File: config.mk
export PLATFORM = sky130hd
export DESIGN_NAME = i2c_tgt_stretch
export DESIGN_NICKNAME = d
export VERILOG_FILES = /design/src/rtl/i2c_tgt_pkg.sv /design/src/rtl/i2c_tgt_sync.sv /design/src/rtl/i2c_tgt_core.sv /design/src/rtl/i2c_tgt_stretch.sv
export SDC_FILE = /design/constraint.sdc
export NUM_CORES = 1
export LEC_CHECK = 0
export BUFFER_PORTS_ARGS = -buffer_cell sky130_fd_sc_hd__buf_2
export CAP_MARGIN = 20
export CORE_ASPECT_RATIO = 0.5
export CORE_MARGIN = 8
export CORE_UTILIZATION = 42
export DETAILED_ROUTE_END_ITERATION = 16
export PLACE_DENSITY = 0.68
export SLEW_MARGIN = 20
export SYNTH_ARGS = -nofsm -noshare
export SYNTH_HDL_FRONTEND = slang
export SYNTH_SLANG_ARGS = --single-unit
File: constraint.sdc
create_clock -name clk_i -period 3.66 [get_ports clk_i]
set_input_delay 0.366 -clock clk_i [delete_from_list [all_inputs] [get_ports clk_i]]
set_output_delay 0.366 -clock clk_i [all_outputs]
set_load 0.02 [all_outputs]
File: src/rtl/i2c_tgt_pkg.sv
package i2c_tgt_pkg;
  localparam int BYTE_W = 8;
  localparam int ADDR_W = BYTE_W - 1;
  localparam int CNT_W  = $clog2(BYTE_W + 1);

  typedef enum logic [3:0] {
    ST_IDLE,
    ST_ADDR,
    ST_AWAIT,   // stretch before address acknowledge
    ST_AACK,    // driving address acknowledge bit
    ST_AHOLD,   // stretch after address acknowledge
    ST_RX,
    ST_RHOLD,
    ST_RACK,
    ST_TX,
    ST_TACK,    // sampling controller acknowledge
    ST_THOLD,
    ST_WAIT     // ignore bus until STOP / repeated START
  } tgt_state_e;
endpackage

File: src/rtl/i2c_tgt_sync.sv
module i2c_tgt_sync #(
  parameter int STAGES = 2
) (
  input  logic clk_i,
  input  logic rst_ni,
  input  logic scl_i,
  input  logic sda_i,
  output logic sda_o,
  output logic scl_rise_o,
  output logic scl_fall_o,
  output logic start_o,
  output logic stop_o
);
  logic [STAGES-1:0] scl_ff, sda_ff;
  logic scl_q, sda_q, scl_s;

  always_ff @(posedge clk_i or negedge rst_ni) begin
    if (!rst_ni) begin
      scl_ff <= '1;
      sda_ff <= '1;
      scl_q  <= 1'b1;
      sda_q  <= 1'b1;
    end else begin
      scl_ff <= {scl_ff[STAGES-2:0], scl_i};
      sda_ff <= {sda_ff[STAGES-2:0], sda_i};
      scl_q  <= scl_ff[STAGES-1];
      sda_q  <= sda_ff[STAGES-1];
    end
  end

  assign scl_s      = scl_ff[STAGES-1];
  assign sda_o      = sda_ff[STAGES-1];
  assign scl_rise_o = scl_s & ~scl_q;
  assign scl_fall_o = ~scl_s & scl_q;
  // SDA edges qualified by SCL high in both samples
  assign start_o    = scl_s & scl_q & sda_q & ~sda_o;
  assign stop_o     = scl_s & scl_q & ~sda_q & sda_o;
endmodule

File: src/rtl/i2c_tgt_core.sv
module i2c_tgt_core
  import i2c_tgt_pkg::*;
(
  input  logic              clk_i,
  input  logic              rst_ni,
  input  logic              sda_s_i,
  input  logic              scl_rise_i,
  input  logic              scl_fall_i,
  input  logic              start_i,
  input  logic              stop_i,
  input  logic [ADDR_W-1:0] own_addr_i,
  input  logic              stretch_after_ack_i,
  input  logic              ack_nack_i,
  input  logic              cmd_ack_i,
  input  logic              clr_amatch_i,
  input  logic              clr_drdy_i,
  input  logic              clr_stop_i,
  input  logic              tx_we_i,
  input  logic [BYTE_W-1:0] tx_data_i,
  output logic              scl_oe_o,
  output logic              sda_oe_o,
  output logic [BYTE_W-1:0] rx_data_o,
  output logic              amatch_o,
  output logic              drdy_o,
  output logic              stop_o,
  output logic              dir_o,
  output logic              coll_o,
  output tgt_state_e        state_o
);
  localparam logic [CNT_W-1:0] LAST_BIT = CNT_W'(BYTE_W);

  tgt_state_e        state_q;
  logic [CNT_W-1:0]  cnt_q;
  logic [BYTE_W-1:0] rx_sr_q, tx_sr_q, tx_buf_q, rx_q;
  logic              ack_drv_q, mack_q;
  logic              amatch_q, drdy_q, stop_q, dir_q, coll_q;

  always_ff @(posedge clk_i or negedge rst_ni) begin
    if (!rst_ni) begin
      state_q   <= ST_IDLE;
      cnt_q     <= '0;
      rx_sr_q   <= '0;
      tx_sr_q   <= '0;
      tx_buf_q  <= '0;
      rx_q      <= '0;
      ack_drv_q <= 1'b0;
      mack_q    <= 1'b1;
      amatch_q  <= 1'b0;
      drdy_q    <= 1'b0;
      stop_q    <= 1'b0;
      dir_q     <= 1'b0;
      coll_q    <= 1'b0;
    end else begin
      if (clr_stop_i)   stop_q   <= 1'b0;
      if (clr_drdy_i)   drdy_q   <= 1'b0;
      if (clr_amatch_i) amatch_q <= 1'b0;
      if (clr_amatch_i && amatch_q) coll_q <= 1'b0;
      if (tx_we_i)      tx_buf_q <= tx_data_i;

      if (start_i) begin
        state_q   <= ST_ADDR;
        cnt_q     <= '0;
        ack_drv_q <= 1'b0;
      end else if (stop_i) begin
        if (state_q != ST_IDLE && state_q != ST_ADDR) stop_q <= 1'b1;
        state_q <= ST_IDLE;
      end else begin
        unique case (state_q)
          ST_ADDR, ST_RX: begin
            if (scl_rise_i) begin
              rx_sr_q <= {rx_sr_q[BYTE_W-2:0], sda_s_i};
              cnt_q   <= cnt_q + 1'b1;
            end else if (scl_fall_i && cnt_q == LAST_BIT) begin
              cnt_q <= '0;
              if (state_q == ST_RX) begin
                rx_q    <= rx_sr_q;
                drdy_q  <= 1'b1;
                state_q <= ST_RHOLD;
              end else if (rx_sr_q[BYTE_W-1:1] == own_addr_i) begin
                dir_q <= rx_sr_q[0];
                if (stretch_after_ack_i) begin
                  ack_drv_q <= ~ack_nack_i;
                  state_q   <= ST_AACK;
                end else begin
                  amatch_q <= 1'b1;
                  state_q  <= ST_AWAIT;
                end
              end else begin
                state_q <= ST_IDLE;
              end
            end
          end
          ST_AWAIT: begin
            if (clr_amatch_i || cmd_ack_i) begin
              amatch_q  <= 1'b0;
              ack_drv_q <= ~ack_nack_i;
              state_q   <= ST_AACK;
            end
          end
          ST_AACK: begin
            if (scl_fall_i) begin
              cnt_q <= '0;
              if (stretch_after_ack_i) begin
                amatch_q <= 1'b1;
                state_q  <= ST_AHOLD;
              end else if (!ack_drv_q) begin
                state_q <= ST_IDLE;
              end else if (dir_q) begin
                tx_sr_q <= tx_buf_q;
                state_q <= ST_TX;
              end else begin
                state_q <= ST_RX;
              end
            end
          end
          ST_AHOLD: begin
            if (clr_amatch_i) begin
              cnt_q <= '0;
              if (!ack_drv_q) begin
                state_q <= ST_IDLE;
              end else if (dir_q) begin
                tx_sr_q <= tx_buf_q;
                state_q <= ST_TX;
              end else begin
                state_q <= ST_RX;
              end
            end
          end
          ST_RHOLD: begin
            if (clr_drdy_i || cmd_ack_i) begin
              drdy_q    <= 1'b0;
              ack_drv_q <= ~ack_nack_i;
              state_q   <= ST_RACK;
            end
          end
          ST_RACK: begin
            if (scl_fall_i) state_q <= ST_RX;
          end
          ST_TX: begin
            if (scl_rise_i) begin
              if (tx_sr_q[BYTE_W-1] && !sda_s_i) begin
                coll_q  <= 1'b1;
                state_q <= ST_WAIT;
              end else begin
                cnt_q <= cnt_q + 1'b1;
              end
            end else if (scl_fall_i) begin
              if (cnt_q == LAST_BIT) begin
                cnt_q   <= '0;
                state_q <= ST_TACK;
              end else begin
                tx_sr_q <= {tx_sr_q[BYTE_W-2:0], 1'b1};
              end
            end
          end
          ST_TACK: begin
            if (scl_rise_i) begin
              mack_q <= sda_s_i;
            end else if (scl_fall_i) begin
              drdy_q  <= 1'b1;
              state_q <= mack_q ? ST_WAIT : ST_THOLD;
            end
          end
          ST_THOLD: begin
            if (clr_drdy_i) begin
              tx_sr_q <= tx_buf_q;
              cnt_q   <= '0;
              state_q <= ST_TX;
            end
          end
          default: ;
        endcase
      end
    end
  end

  always_comb begin
    unique case (state_q)
      ST_AACK, ST_RACK: sda_oe_o = ack_drv_q;
      ST_TX:            sda_oe_o = ~tx_sr_q[BYTE_W-1];
      default:          sda_oe_o = 1'b0;
    endcase
  end

  assign scl_oe_o  = (state_q == ST_AWAIT) || (state_q == ST_AHOLD) ||
                     (state_q == ST_RHOLD) || (state_q == ST_THOLD);
  assign rx_data_o = rx_q;
  assign amatch_o  = amatch_q;
  assign drdy_o    = drdy_q;
  assign stop_o    = stop_q;
  assign dir_o     = dir_q;
  assign coll_o    = coll_q;
  assign state_o   = state_q;
endmodule

File: src/rtl/i2c_tgt_stretch.sv
module i2c_tgt_stretch
  import i2c_tgt_pkg::*;
#(
  parameter int SYNC_STAGES = 2
) (
  input  logic              clk_i,
  input  logic              rst_ni,
  input  logic              scl_i,
  input  logic              sda_i,
  output logic              scl_oe_o,
  output logic              sda_oe_o,
  input  logic [ADDR_W-1:0] own_addr_i,
  input  logic              stretch_after_ack_i,
  input  logic              ack_nack_i,
  input  logic              cmd_ack_i,
  input  logic              clr_amatch_i,
  input  logic              clr_drdy_i,
  input  logic              clr_stop_i,
  input  logic              tx_we_i,
  input  logic [BYTE_W-1:0] tx_data_i,
  output logic [BYTE_W-1:0] rx_data_o,
  output logic              amatch_o,
  output logic              drdy_o,
  output logic              stop_o,
  output logic              dir_o,
  output logic              coll_o
);
  logic       sda_s, scl_rise, scl_fall, bus_start, bus_stop;
  tgt_state_e core_state;

  i2c_tgt_sync #(.STAGES(SYNC_STAGES)) u_sync (
    .clk_i      (clk_i),
    .rst_ni     (rst_ni),
    .scl_i      (scl_i),
    .sda_i      (sda_i),
    .sda_o      (sda_s),
    .scl_rise_o (scl_rise),
    .scl_fall_o (scl_fall),
    .start_o    (bus_start),
    .stop_o     (bus_stop)
  );

  i2c_tgt_core u_core (
    .clk_i               (clk_i),
    .rst_ni              (rst_ni),
    .sda_s_i             (sda_s),
    .scl_rise_i          (scl_rise),
    .scl_fall_i          (scl_fall),
    .start_i             (bus_start),
    .stop_i              (bus_stop),
    .own_addr_i          (own_addr_i),
    .stretch_after_ack_i (stretch_after_ack_i),
    .ack_nack_i          (ack_nack_i),
    .cmd_ack_i           (cmd_ack_i),
    .clr_amatch_i        (clr_amatch_i),
    .clr_drdy_i          (clr_drdy_i),
    .clr_stop_i          (clr_stop_i),
    .tx_we_i             (tx_we_i),
    .tx_data_i           (tx_data_i),
    .scl_oe_o            (scl_oe_o),
    .sda_oe_o            (sda_oe_o),
    .rx_data_o           (rx_data_o),
    .amatch_o            (amatch_o),
    .drdy_o              (drdy_o),
    .stop_o              (stop_o),
    .dir_o               (dir_o),
    .coll_o              (coll_o),
    .state_o             (core_state)
  );
endmodule

# After elaboration in Yosys (flattened, before gate mapping)
# Cells that the tools add are included.
# totals
in_bits,26
ff_bits,53
elab_cells,197
out_inout_bits,15
# classes
addsub,1
eq_ne,48
reduce_logical,25
mux,89
bitwise_logic,17
# op_table
cell,n
$mux 4,31
$mux 8,9
$mux 1,41
$ne 4x3->1 const B,9
$pmux 4 s9,1
$pmux 8 s4,1
$ne 4x4->1 const B,5
$pmux 4 s5,1
$reduce_and 9->1,2
$eq 4x3->1 const B,4
$eq 4x4->1 const B,4
$ne 3x2->1 const B,5
$ne 3x3->1 const B,5
$ne 5x4->1 const B,3
$reduce_and 14->1,1
$ne 2x2->1 const B,6
$reduce_bool 4->1,3
$reduce_bool 11->1,1
$not 1->1,10
$reduce_and 10->1,1
$pmux 1 s3,3
$eq 4x2->1 const B,2
$reduce_and 4->1,2
$and 1x1->1,7
14 further kinds,23

# Logic depth before layout (Yosys ltp)
# Gate-level depths: netlist (run 1).
# logic_depth
word_depth,9
ltp_mapped,9
depth_no_buf,8

# Modules after synthesis
# Synthesis (run 1) repeated with hierarchy kept, for this count alone.
# hier_totals
hier_cells,285
area_unflattened_um2,3021.6
# modules_own_cells
mod,instances,cells_per_inst,area_each_um2,seq_area_each_um2
i2c_tgt_core,1,275,2831.5,1177.4
i2c_tgt_sync,1,10,190.2,157.7

# Worst setup path after synthesis (run 1)
# OpenSTA, ideal clock, no wires.
# synth_path
path_kind,reg2out
startpoint,reg u_core.state_q[1] (netlist: u_core.state_o[1])
endpoint,out sda_oe_o
stages_incl_launch_ff,5
arrival_time_ns,1.779
slack_ns,1.515
path_buffers,2
cell_sequence,dfrtp_1 > buf_2 > or4b_2 > clkbuf_1 > o22ai_1
# synth_between
elab_chain_cells,3
elab_cells_between_ends,5
# synth_lines
item,line,text
from (decl),i2c_tgt_core.sv:32,tgt_state_e state_q;
from (signal assigned),i2c_tgt_core.sv:161,state_q <= mack_q ? ST_WAIT : ST_THOLD;
$eq 4x2->1 or $eq 4x3->1 (tied branches),i2c_tgt_core.sv:178,unique case (state_q)
$reduce_or 2->1,i2c_tgt_core.sv:178,
$pmux 1 s2 *,i2c_tgt_core.sv:178,
to (decl),i2c_tgt_stretch.sv:11,"output logic sda_oe_o,"
# Every way passes the cells marked *; elsewhere a longest branch is shown, timed or not.

# Worst setup path in the final report (run 1)
# layout_path
startpoint,reg u_core.state_q[3] (netlist: u_core.state_o[3])
endpoint,out sda_oe_o
# Same word-level chain as after synthesis.

==> results of run 1 <==
## per-stage QoR
stage                     hold slack, ns  total power, mW  util (%)  setup slack (ns)  instance area (sq um)
final                              0.164             2.11      47.9             0.859                   3440
after global routing               0.153             2.23      47.9             0.719                   3440
after CTS                          0.160             2.11      47.9             0.872                   3440
after detailed placement           0.348             1.59      45.8              1.04                   3290
after global placement             0.345             1.57      45.8              1.06                   3290
after floorplan                   0.0704             1.41         -              1.52                   3050
## layer usage
metal | GRT usage, % | vias up
li1 | - | 1173
met3 | 3.09 | 23
met4 | 5.77 | 0
met5 | 0 | -
met1 | 19.8 | 1223
met2 | 23.1 | 99
## worst reg2reg max path, delay by kind of cell, from the launching register on
family           cells  cell delay (ns)
AO/OA/AOI/OAI        3             0.36
flip-flops           1             0.89
AND/OR/NAND/NOR      3             1.35
## registers in the layout, indices dropped and copies added (netlist names)
signal and cells:
u_core.dir_o 1, u_core.tx_buf_q 8, u_core.coll_o 1, u_core.ack_drv_q 1
u_sync.sda_ff 2, u_core.rx_data_o 8, u_core.rx_sr_q 8, u_core.state_o 4
u_core.cnt_q 4, u_core.mack_q 1, u_core.tx_sr_q 8, u_core.amatch_o 1
u_sync.scl_q 1, u_sync.scl_ff 2, u_core.stop_o 1, u_sync.sda_q 1
u_core.drdy_o 1
## worst max-delay path by stage
stage / endpoint / slack (ns)
CTS: sda_oe_o / 0.87
detailed placement: u_core.cnt_q[3] / 1.04
floorplan: sda_oe_o / 1.52
global route: sda_oe_o / 0.72
finish: sda_oe_o / 0.86
global placement: u_core.tx_sr_q[6] / 1.06
## power groups by stage
| stage | registers, mW | clock network, mW | logic, mW |
|---|---|---|---|
| final | 0.923 | 0.503 | 0.680 |
| after global routing | 0.945 | 0.539 | 0.750 |
| after CTS | 0.918 | 0.516 | 0.672 |
| after detailed placement | 0.929 | 0 | 0.665 |
| after global placement | 0.913 | 0 | 0.656 |
| after floorplan | 0.798 | 0 | 0.617 |
## layout make-up
cell class | instances | area share (%)
Multi-Input combinational cell | 225 | 45.8
Sequential cell | 53 | 38.8
Timing Repair Buffer | 41 | 6.03
Clock buffer | 5 | 3.64
Tap cell | 96 | 3.49
Inverter | 13 | 1.42
Clock inverter | 3 | 0.836
## synthesized netlist by cell type, types with 2 or more instances
cell type,n
sky130_fd_sc_hd__a211oi_1,2
sky130_fd_sc_hd__nand2b_1,10
sky130_fd_sc_hd__o31ai_1,6
sky130_fd_sc_hd__mux2_2,32
sky130_fd_sc_hd__nand4_1,3
sky130_fd_sc_hd__nor2b_1,6
sky130_fd_sc_hd__buf_2,6
sky130_fd_sc_hd__a21oi_1,18
sky130_fd_sc_hd__nand3_1,7
sky130_fd_sc_hd__nand3b_1,5
sky130_fd_sc_hd__nor3_1,5
sky130_fd_sc_hd__or4b_2,2
sky130_fd_sc_hd__dfstp_2,7
sky130_fd_sc_hd__o211ai_1,3
sky130_fd_sc_hd__nor4_1,4
sky130_fd_sc_hd__a22oi_1,2
sky130_fd_sc_hd__mux2i_1,3
sky130_fd_sc_hd__nand2_1,37
sky130_fd_sc_hd__o21ai_0,8
sky130_fd_sc_hd__ha_1,5
sky130_fd_sc_hd__o22ai_1,8
sky130_fd_sc_hd__or3_1,2
sky130_fd_sc_hd__o32ai_1,2
sky130_fd_sc_hd__dfrtp_1,46
sky130_fd_sc_hd__nor2_1,17
sky130_fd_sc_hd__clkbuf_1,11
sky130_fd_sc_hd__inv_1,13
sky130_fd_sc_hd__o41ai_1,2
sky130_fd_sc_hd__buf_1,2
sky130_fd_sc_hd__xnor2_1,3
sky130_fd_sc_hd__xor2_1,6
## cell families (layout without fill, tap and decap cells)
logic type	count (synthesis)	count (layout)	synth area share (%)
compound gates	63	63	13.8
xor+xnor	9	9	2.58
simple gates	112	112	20.1
fa+ha+maj	5	5	2.05
flops	53	53	43.8
mux	36	36	13.2
buf+inv	33	62	4.55
==> metrics.md, run 1 <==
| Metric | Value |
|---|---|
| Biggest fanout along the worst timing path | `29` |
| Startpoint types | `flop` |
| Mapped Area | `0.00305 sq mm` |
| Critical register-to-register path startpoint | `u_core.state_o[3]` |
| Detailed-route via count | `2,518` |
| Endpoint kind of the worst setup timing path | `output pin` |
| Accumulated negative setup slack | `0 ns` |
| Post-synthesis async set-or-reset flop share | `100%` |
| Antenna violations before repair | `0` |
| Count of boundary I/O pins | `between 40 and 50` |
| Capturing point of the worst reg2reg path | `u_core.state_o[2]` |
| CORE AREA | `0.00718 sq mm` |
| Top cell type's share of synthesized area | `37.7%` |
| Cells after synthesis | `311` |
| Routed WL | `7560 um` |
| Final Slew Violations | `0` |
| Number of diodes added for antenna fixing | `0` |
| Yosys warning count | `0` |
| Internal power of the cells | `1.30 mW` |
| Post-Syn Nets | `342` |
| Number of flops mapped to enable cells by yosys | `0` |
| Via-per-instance ratio | `5.78` |
| Largest clock skew in the final design | `between 0.007 and 0.008 ns` |
| Starting utilization of the core area | `42.5%` |
| Slew at the pin closest to its max-slew limit | `0.887 ns` |
| Final standard cell count with taps included and fillers excluded | `436` |
| Average wire per standard cell | `approximately 17 um` |
| Width of the die | `roughly 140 um` |
| Clock transition at path regs | `~0.08 ns` |
| Critical path data required time | `between 3 and 4 ns` |
| Later-pin clock latency in the skew report | `~0.30 ns` |
| VDD IR max | `247 uV` |
| Met2 routed WL | `3490 um` |
| Number of port buffers | `40` |
| Root Buffer | `sky130_fd_sc_hd__clkbuf_16` |
| Number of cells upsized or downsized after cts | `0` |
| Top routing layer in use | `met4` |
| Combined area of the multi-input logic cells | `0.00158 sq mm` |
| CTS tree | `done` |
| Max frequency | `357 MHz` |
| Setup Viol. Count Final | `0` |
| Quantity of hold-fixing buffers added after cts | `0` |
| Post-CTS setup-driven buffer insertion count | `0` |
| Leading cell type in the layout, fill and taps excluded | `sky130_fd_sc_hd__dfrtp_1` |
| Relative slew margins | `40.9%` |
| Switching portion of total power | `38.3%` |
| Number of sinks driven by the clock tree | `53` |
| Area growth from synthesis to final layout | `12.8%` |
| Tmin final | `2.80 ns` |
| Die Height | `76.3 um` |
| Number of max-cap violations | `0` |
| Maximum number of pins on one net before global-route repair | `40` |
| Cell row count | `22` |
| Count of different cell masters after synthesis | `slightly below 60` |
| Share of total power in the clock network | `23.9%` |
| Number of buffers and inverters on the critical path | `1` |
| Wire length of the first global-routing pass | `12,800 um` |
| Min-Delay Startpoint | `sda_i` |
| Run status | `finished, final reports clean` |
| Final-report hold violation count | `0` |
| Logic gate share of total power | `between 30% and 40%` |
| Number of instances on the worst hold path | `1` |
| Sequential share of power | `a little over two fifths` |
| Reg2reg path depth | `6` |
| Tightest Hold Check Type | `in -> reg` |
| Family of cells with the greatest summed delay on the critical path | `flip-flops` |
| Reported leakage power | `about 1.6 nW` |
| M1 wire length | `3380 um` |
| Type of the worst setup path | `reg -> out` |
| DRC violation total after the first TritonRoute iteration | `158` |
| Filler Cell Count | `656` |
| Global-route congestion overflow total | `0` |
| P per Cell Area | `612 mW/mm^2` |
| Routability congestion estimate | `a little over 0.9` |
| Switching component of the power | `between 0.8 and 0.9 mW` |
| Register bit count reported by yosys | `53` |
| Top post-synthesis cells by area | `sky130_fd_sc_hd__dfrtp_1 38%, sky130_fd_sc_hd__mux2_2 12%, sky130_fd_sc_hd__dfstp_2 6.0%` |
| NumNets Final | `370` |
| GRT Util Overall | `between 10% and 20%` |
| Number of H-tree levels | `2` |
| Reg area | `roughly 0.0013 sq mm` |
| Hold-critical path endpoint | `u_sync.sda_ff[0]` |
| Critical path startpoint | `u_core.state_o[3]` |
| Critical Path Stages | `3` |
| Worst reg2reg setup slack | `0.94 ns` |
| Max stage delay cell, worst path | `sky130_fd_sc_hd__dfrtp_1` |
| Clock buffer depth | `2` |
| Placed insts | `428` |
| Longest individual stage delay on the worst path | `0.89 ns` |
| Met3 Routed Length | `503 um` |
| Share of cells above drive strength 1 | `27.9%` |
| Sequential-to-total area share from yosys stat | `a little over two fifths` |
| WP data arrival | `2.43 ns` |
| TritonCTS buffer count | `5` |
| Highest-count cells in the layout ignoring fill and taps | `46 x sky130_fd_sc_hd__dfrtp_1, 40 x sky130_fd_sc_hd__buf_2, 37 x sky130_fd_sc_hd__nand2_1` |
| Period utilization | `between 70% and 80%` |
| Average size of a mapped cell | `around 9.8 sq um` |
| Vias in the first global route | `2,550` |
| Unrepaired setup endpoints after global routing | `false` |
| Residual antenna-violating net count after detailed routing | `0` |
| Detailed-router iteration count before antenna repair | `5` |
| Cell chain of the critical path | `or4b_2 -> o22ai_1 -> buf_2` |
| Area enclosed by the die boundary | `approximately 0.010 sq mm` |
| Total half-perimeter wirelength after legalization and detailed placement | `5380 um` |
| Residual DRC count | `0` |
| Yosys top cell by area | `sky130_fd_sc_hd__dfrtp_1` |
| Most used flip-flop cell after synthesis | `sky130_fd_sc_hd__dfrtp_1` |
Note: power is estimated with default switching activity, not from simulation.
==> run 2, diff against run 1 <==
PLACE_DENSITY = 0.71   (was 0.68)
clock period = 2.5 ns   (was 3.66 ns; I/O delays follow)
==> metrics.md, run 2 (synthesis gave the netlist of run 1 again) <==
| Metric | Value |
|---|---|
| Wire length of the first global-routing pass | `13,400 um (+4.9%)` |
| Slew at the pin closest to its max-slew limit | `0.776 ns (-0.111 ns)` |
| Post-CTS setup-driven buffer insertion count | `0 (unchanged)` |
| Tmin final | `around 2.4 ns` |
| Setup Viol. Count Final | `0 (unchanged)` |
| Final Slew Violations | `0 (unchanged)` |
| Family of cells with the greatest summed delay on the critical path | `simple AND/OR/NAND/NOR gates` |
| GRT Util Overall | `15.8% (+0.96 points)` |
| P per Cell Area | `881 mW/mm^2 (+44%)` |
| Clock transition at path regs | `0.07 ns (about the same)` |
| Total half-perimeter wirelength after legalization and detailed placement | `5990 um (+11%)` |
| Largest clock skew in the final design | `0.00697 ns (-0.000343 ns)` |
| Accumulated negative setup slack | `0 ns (unchanged)` |
| Switching component of the power | `1.16 mW (+44%)` |
| Area enclosed by the die boundary | `0.0104 sq mm (unchanged)` |
| Logic gate share of total power | `37.2% (+4.9 points)` |
| Number of max-cap violations | `0 (unchanged)` |
| Max frequency | `~420 MHz` |
| Cell row count | `22 (unchanged)` |
| Area growth from synthesis to final layout | `17.2%` |
| TritonCTS buffer count | `5 (unchanged)` |
| VDD IR max | `385 uV (+56%)` |
| Detailed-router iteration count before antenna repair | `5 (unchanged)` |
| Global-route congestion overflow total | `0 (unchanged)` |
| Sequential share of power | `40.1% (-3.7 points)` |
| Internal power of the cells | `1.99 mW (+53%)` |
| Routability congestion estimate | `0.910 (-2.0%)` |
| Average wire per standard cell | `17.6 um (+1.4%)` |
| Capturing point of the worst reg2reg path | `u_core.state_o[3]` |
| Number of port buffers | `40 (unchanged)` |
| Quantity of hold-fixing buffers added after cts | `0 (unchanged)` |
| Width of the die | `137 um (unchanged)` |
| Total chip power | `3.15 mW (+50%)` |
| NumNets Final | `386 (+4.3%)` |
| Count of boundary I/O pins | `41 (unchanged)` |
| Hold Worst Slack | `0.0319 ns (-0.132 ns)` |
| Routed WL | `7940 um (+5.1%)` |
| Endpoint kind of the worst setup timing path | `output pin` |
| Cell chain of the critical path | `or4b_2 -> buf_4 -> o22ai_1 -> buf_2` |
| Antenna violations before repair | `0 (unchanged)` |
| WP data arrival | `2.13 ns (-0.30 ns)` |
| Max stage delay cell, worst path | `sky130_fd_sc_hd__or4b_2` |
| Biggest fanout along the worst timing path | `10 (-66%)` |
| Smallest setup slack after layout | `0.119 ns (-0.740 ns)` |
| Switching portion of total power | `36.8% (-1.5 points)` |
| Number of cells upsized or downsized after cts | `0 (unchanged)` |
| Tightest Hold Check Type | `in -> async` |
| Residual antenna-violating net count after detailed routing | `0 (unchanged)` |
| Startpoint types | `flop` |
| Critical path data required time | `2.25 ns (-1.04 ns)` |
| Detailed-route via count | `2,573 (+2.2%)` |
| Run status | `finished, final reports clean` |
| Period utilization | `95.2%` |
| Clock buffer depth | `2 (unchanged)` |
| Later-pin clock latency in the skew report | `0.29 ns (about the same)` |
| Starting utilization of the core area | `42.5% (unchanged)` |
| Number of diodes added for antenna fixing | `0 (unchanged)` |
| Vias in the first global route | `2,623 (+2.9%)` |
| Maximum number of pins on one net before global-route repair | `33 (-18%)` |
| Longest individual stage delay on the worst path | `0.80 ns (-0.09 ns)` |
| Number of H-tree levels | `2 (unchanged)` |
| Share of total power in the clock network | `22.8% (-1.1 points)` |
| Number of buffers and inverters on the critical path | `2 (+1)` |
| Worst slack at placement | `0.197 ns (-0.840 ns)` |
| Number of sinks driven by the clock tree | `53 (unchanged)` |
| Reg2reg path depth | `7 (+1)` |
| Final-report hold violation count | `0 (unchanged)` |
| CTS tree | `done` |
| DRC violation total after the first TritonRoute iteration | `220 (+39%)` |
| Residual DRC count | `0 (unchanged)` |
| Root Buffer | `sky130_fd_sc_hd__clkbuf_16` |
| Type of the worst setup path | `reg -> out` |
| Share of cells above drive strength 1 | `31.2% (+3.2 points)` |
| Die Height | `76.3 um (unchanged)` |
| CORE AREA | `0.00718 sq mm (unchanged)` |
| Via-per-instance ratio | `5.69 (-1.4%)` |
| Leading cell type in the layout, fill and taps excluded | `sky130_fd_sc_hd__dfrtp_1` |
| Worst reg2reg setup slack | `0.13 ns (-0.81 ns)` |
| Relative slew margins | `48.3% (+7.4 points)` |
| Critical register-to-register path startpoint | `u_sync.scl_q` |
| Highest-count cells in the layout ignoring fill and taps | `46 x sky130_fd_sc_hd__dfrtp_1, 40 x sky130_fd_sc_hd__buf_2, 37 x sky130_fd_sc_hd__nand2_1` |
| Reported leakage power | `1.67 nW (+4.9%)` |
| Unrepaired setup endpoints after global routing | `false` |
[run 2: changes by cell type in the layout (fill, tap and decap cells not counted)]
cell                         delta
sky130_fd_sc_hd__buf_4         +15
sky130_fd_sc_hd__buf_12         +1
sky130_fd_sc_hd__clkbuf_8       +1
sky130_fd_sc_hd__clkinv_4       -1
sky130_fd_sc_hd__clkinvlp_4     +1
sky130_fd_sc_hd__inv_8          -1
[run 2: worst max-delay path by stage]
stage | slack [ns] | startpoint | depth (start not counted) | to
after detailed placement | 0.20 | u_sync.scl_q | 6 | u_core.rx_data_o[3]
after global placement | 0.18 | u_sync.scl_q | 7 | u_core.state_o[3]
final | 0.12 | u_core.state_o[1] | 4 | sda_oe_o
after CTS | 0.12 | u_core.state_o[1] | 4 | sda_oe_o
after global routing | 0.0008 | u_core.state_o[0] | 6 | u_core.state_o[3]
after floorplan | 0.36 | u_sync.scl_q | 8 | u_core.state_o[3]
[run 2: power by group through the flow]
stage / Combinational (mW) / Clock, mW / Sequential (mW)
2_1_floorplan: 0.903 / 0 / 1.17
3_3_place_gp: 1.14 / 0 / 1.25
3_5_place_dp: 1.15 / 0 / 1.27
4_1_cts: 1.16 / 0.741 / 1.26
5_1_grt: 1.30 / 0.779 / 1.29
6_report: 1.17 / 0.718 / 1.26
[run 2: through the flow]
| stage | std cells | utilization [%] | instance area [sq um] |
|---|---|---|---|
| 2_1_floorplan | 311 | - | 3050 |
| 3_3_place_gp | 444 | 47.6 | 3420 |
| 3_5_place_dp | 444 | 47.6 | 3420 |
| 4_1_cts | 452 | 49.8 | 3580 |
| 5_1_grt | 452 | 49.8 | 3580 |
| 6_report | 452 | 49.8 | 3580 |
[run 2: routing by layer]
layer | up-vias | global-route usage [%] | part of all wire [%]
met3 | 12 | 4.87 | 8.0
met5 | - | 0 | 0
met2 | 98 | 24.5 | 48
met4 | 0 | 6.09 | 2.0
li1 | 1206 | - | -
met1 | 1257 | 20.2 | 42
[run 2: cell type report]
class,instances,area [sq um]
fillers,636,3610
flip-flops and latches,53,1340
inverters,13,48.8
clock buffers,6,139
well taps,96,120
multi-input cells,225,1580
repair buffers,57,340
clock inverters,2,16.3
==> run 3, diff against run 2 <==
==> constraint.sdc (replaced) <==
create_clock -name clk_i -period 2.5 [get_ports clk_i]
set_input_delay 0.125 -clock clk_i [delete_from_list [all_inputs] [get_ports clk_i]]
set_output_delay 0.125 -clock clk_i [all_outputs]
set_load 0.02 [all_outputs]
==> metrics.md, run 3 (synthesis gave the netlist of run 1 again) <==
| Metric | Value |
|---|---|
| Run status | `finished, final reports clean` |
| Width of the die | `137 um (unchanged)` |
| Critical path startpoint | `u_core.state_o[3]` |
| Period utilization | `95.7% (+0.43 points)` |
| End of the critical path | `sda_oe_o` |
| Detailed-route via count | `2,598 (+0.97%)` |
| GRT Util Overall | `15.5% (-0.29 points)` |
| Max stage delay cell, worst path | `sky130_fd_sc_hd__or4b_2` |
| Highest-count cells in the layout ignoring fill and taps | `46 x sky130_fd_sc_hd__dfrtp_1, 40 x sky130_fd_sc_hd__buf_2, 37 x sky130_fd_sc_hd__nand2_1` |
| Relative slew margins | `56.4% (+8.1 points)` |
| Unrepaired setup endpoints after global routing | `false` |
| Average wire per standard cell | `17.4 um (-0.84%)` |
| CORE AREA | `0.00718 sq mm (unchanged)` |
| VDD IR max | `323 uV (-16%)` |
| Number of cells upsized or downsized after cts | `0 (unchanged)` |
| NumNets Final | `390 (+1.0%)` |
| Longest individual stage delay on the worst path | `0.68 ns (-0.12 ns)` |
| Startpoint types | `flop` |
| Routability congestion estimate | `0.953 (+4.8%)` |
| Area growth from synthesis to final layout | `18.0%` |
| Total half-perimeter wirelength after legalization and detailed placement | `5980 um (-0.11%)` |
| Antenna violations before repair | `0 (unchanged)` |
| WP data arrival | `2.27 ns (+0.14 ns)` |
| Reg2reg path depth | `5 (-2)` |
| Slew at the pin closest to its max-slew limit | `0.648 ns (-0.128 ns)` |
| Setup Viol. Count Final | `0 (unchanged)` |
| Global-route track usage on met2 | `24.2% (-0.34 points)` |
| Tmin final | `2.39 ns (+0.0108 ns)` |
| Type of the worst setup path | `reg -> out` |
| Cell row count | `22 (unchanged)` |
| Starting utilization of the core area | `42.5% (unchanged)` |
| CTS tree | `done` |
| Grt met1 use | `19.9% (-0.27 points)` |
| Internal power of the cells | `1.98 mW (-0.50%)` |
| Number of H-tree levels | `2 (unchanged)` |
| Cell chain of the critical path | `buf_4 -> or4b_2 -> buf_4 -> o22ai_1 -> buf_2` |
| Global-route congestion overflow total | `0 (unchanged)` |
| Combined area of the multi-input logic cells | `0.00158 sq mm (unchanged)` |
| Switching component of the power | `1.17 mW (+0.96%)` |
| Logic gate share of total power | `36.6% (-0.6 points)` |
| Reported leakage power | `1.68 nW (+0.96%)` |
| Routed WL | `7950 um (about the same)` |
| Number of sinks driven by the clock tree | `53 (unchanged)` |
| Worst slack at placement | `0.203 ns (+0.00613 ns)` |
| Share of cells above drive strength 1 | `31.1% (-0.069 points)` |
| Vias in the first global route | `2,602 (-0.80%)` |
| Residual DRC count | `0 (unchanged)` |
| Non-Filler Cell Area, Final | `0.00360 sq mm (+0.70%)` |
| Placed cell areas | `0.00342 sq mm (-0.15%)` |
| DRC violation total after the first TritonRoute iteration | `163 (-26%)` |
| Via-per-instance ratio | `5.70 (about the same)` |
| P per Cell Area | `875 mW/mm^2 (-0.66%)` |
| Count of boundary I/O pins | `41 (unchanged)` |
| Residual antenna-violating net count after detailed routing | `0 (unchanged)` |
| Wire length of the first global-routing pass | `13,100 um (-1.9%)` |
| Total chip power | `3.15 mW (about the same)` |
| Reg area | `0.00134 sq mm (unchanged)` |
| Sequential share of power | `40.0% (about the same)` |
| Number of max-cap violations | `0 (unchanged)` |
| Capturing point of the worst reg2reg path | `u_core.rx_data_o[3]` |
| Critical register-to-register path startpoint | `u_core.state_o[1]` |
| Detailed-router iteration count before antenna repair | `5 (unchanged)` |
| GRT busiest layer | `met2` |
| Worst reg2reg setup slack | `0.17 ns (+0.04 ns)` |
| Leading cell type in the layout, fill and taps excluded | `sky130_fd_sc_hd__dfrtp_1` |
| Share of total power in the clock network | `23.4% (+0.6 points)` |
| Biggest fanout along the worst timing path | `9 (-1)` |
| Final Slew Violations | `0 (unchanged)` |
| Most frequent cell on the critical path | `sky130_fd_sc_hd__buf_4` |
| Root Buffer | `sky130_fd_sc_hd__clkbuf_16` |
| Post-CTS setup-driven buffer insertion count | `0 (unchanged)` |
| Later-pin clock latency in the skew report | `0.29 ns (about the same)` |
| Max frequency | `418 MHz (-0.45%)` |
| Die Height | `76.3 um (unchanged)` |
| Final-report hold violation count | `0 (unchanged)` |
| Filler Cell Count | `665 (+4.6%)` |
| Endpoint kind of the worst setup timing path | `output pin` |
| Smallest setup slack after layout | `0.108 ns (-0.0108 ns)` |
| Tightest Hold Check Type | `in -> reg` |
| Maximum number of pins on one net before global-route repair | `24 (-27%)` |
| TritonCTS buffer count | `5 (unchanged)` |
| Clock transition at path regs | `0.07 ns (about the same)` |
| Accumulated negative setup slack | `0 ns (unchanged)` |
| Quantity of hold-fixing buffers added after cts | `3 (+3)` |
| Clock buffer depth | `2 (unchanged)` |
| Switching portion of total power | `37.1% (+0.34 points)` |
| Area enclosed by the die boundary | `0.0104 sq mm (unchanged)` |
| Critical path data required time | `2.38 ns (+0.13 ns)` |
| Number of port buffers | `40 (unchanged)` |
| Largest clock skew in the final design | `0.00669 ns (-0.000277 ns)` |
| Hold Worst Slack | `0.0106 ns (-0.0213 ns)` |
| Met3 Resource Use GR | `4.14% (-0.72 points)` |
| Number of diodes added for antenna fixing | `0 (unchanged)` |
## run 3: changes by cell type in the layout (fill, tap and decap cells not counted)
cell	previous run	this run
sky130_fd_sc_hd__dlygate4sd3_1	0	3
sky130_fd_sc_hd__buf_4	16	18
sky130_fd_sc_hd__buf_12	1	0
## run 3: stage by stage
stage | util, % | instances
2_1_floorplan | - | 311
3_3_place_gp | 47.5 | 445
3_5_place_dp | 47.5 | 445
4_1_cts | 50.1 | 456
5_1_grt | 50.1 | 456
6_report | 50.1 | 456
## run 3: worst min path at each step
stage               startpoint  slack [ns]  cells past startpoint                  to
floorplan               rst_ni       -0.17                      0    u_core.ack_drv_q
global placement        rst_ni         0.1                      1  u_core.tx_buf_q[3]
detailed placement      rst_ni        0.10                      1  u_core.tx_buf_q[3]
CTS                 clr_stop_i        0.01                      2       u_core.stop_o
global route        clr_stop_i        0.01                      2       u_core.stop_o
finish              clr_stop_i        0.01                      2       u_core.stop_o
## run 3: power by group through the flow
| stage | combinational, mW | sequential, mW | clock (mW) |
|---|---|---|---|
| final | 1.15 | 1.26 | 0.738 |
| after global routing | 1.25 | 1.29 | 0.783 |
| after CTS | 1.14 | 1.25 | 0.754 |
| after detailed placement | 1.13 | 1.27 | 0 |
| after global placement | 1.11 | 1.26 | 0 |
| after floorplan | 0.903 | 1.17 | 0 |
## run 3: final cells by class
cell class	count	share of cell area [%]
multi-input combinational	225	43.8
clock buffer	6	3.86
clock inverter	2	0.452
inverter	13	1.36
tap	96	3.34
sequential	53	37.1
timing repair buffer	61	10.1
## run 3: routing by layer
metal | vias to the layer above | wire length [um]
met3 | 18 | 479
met2 | 87 | 3750
li1 | 1217 | -
met1 | 1276 | 3530
met5 | - | 0
met4 | 0 | 187
## run 3: critical path, delay by kind of cell (launching register included)
kind                   cells  cell delay, ns
buffers and inverters      3            0.62
and+or+nand+nor            1            0.68
AOI/OAI and AO/OA          1            0.15
DFF                        1            0.51
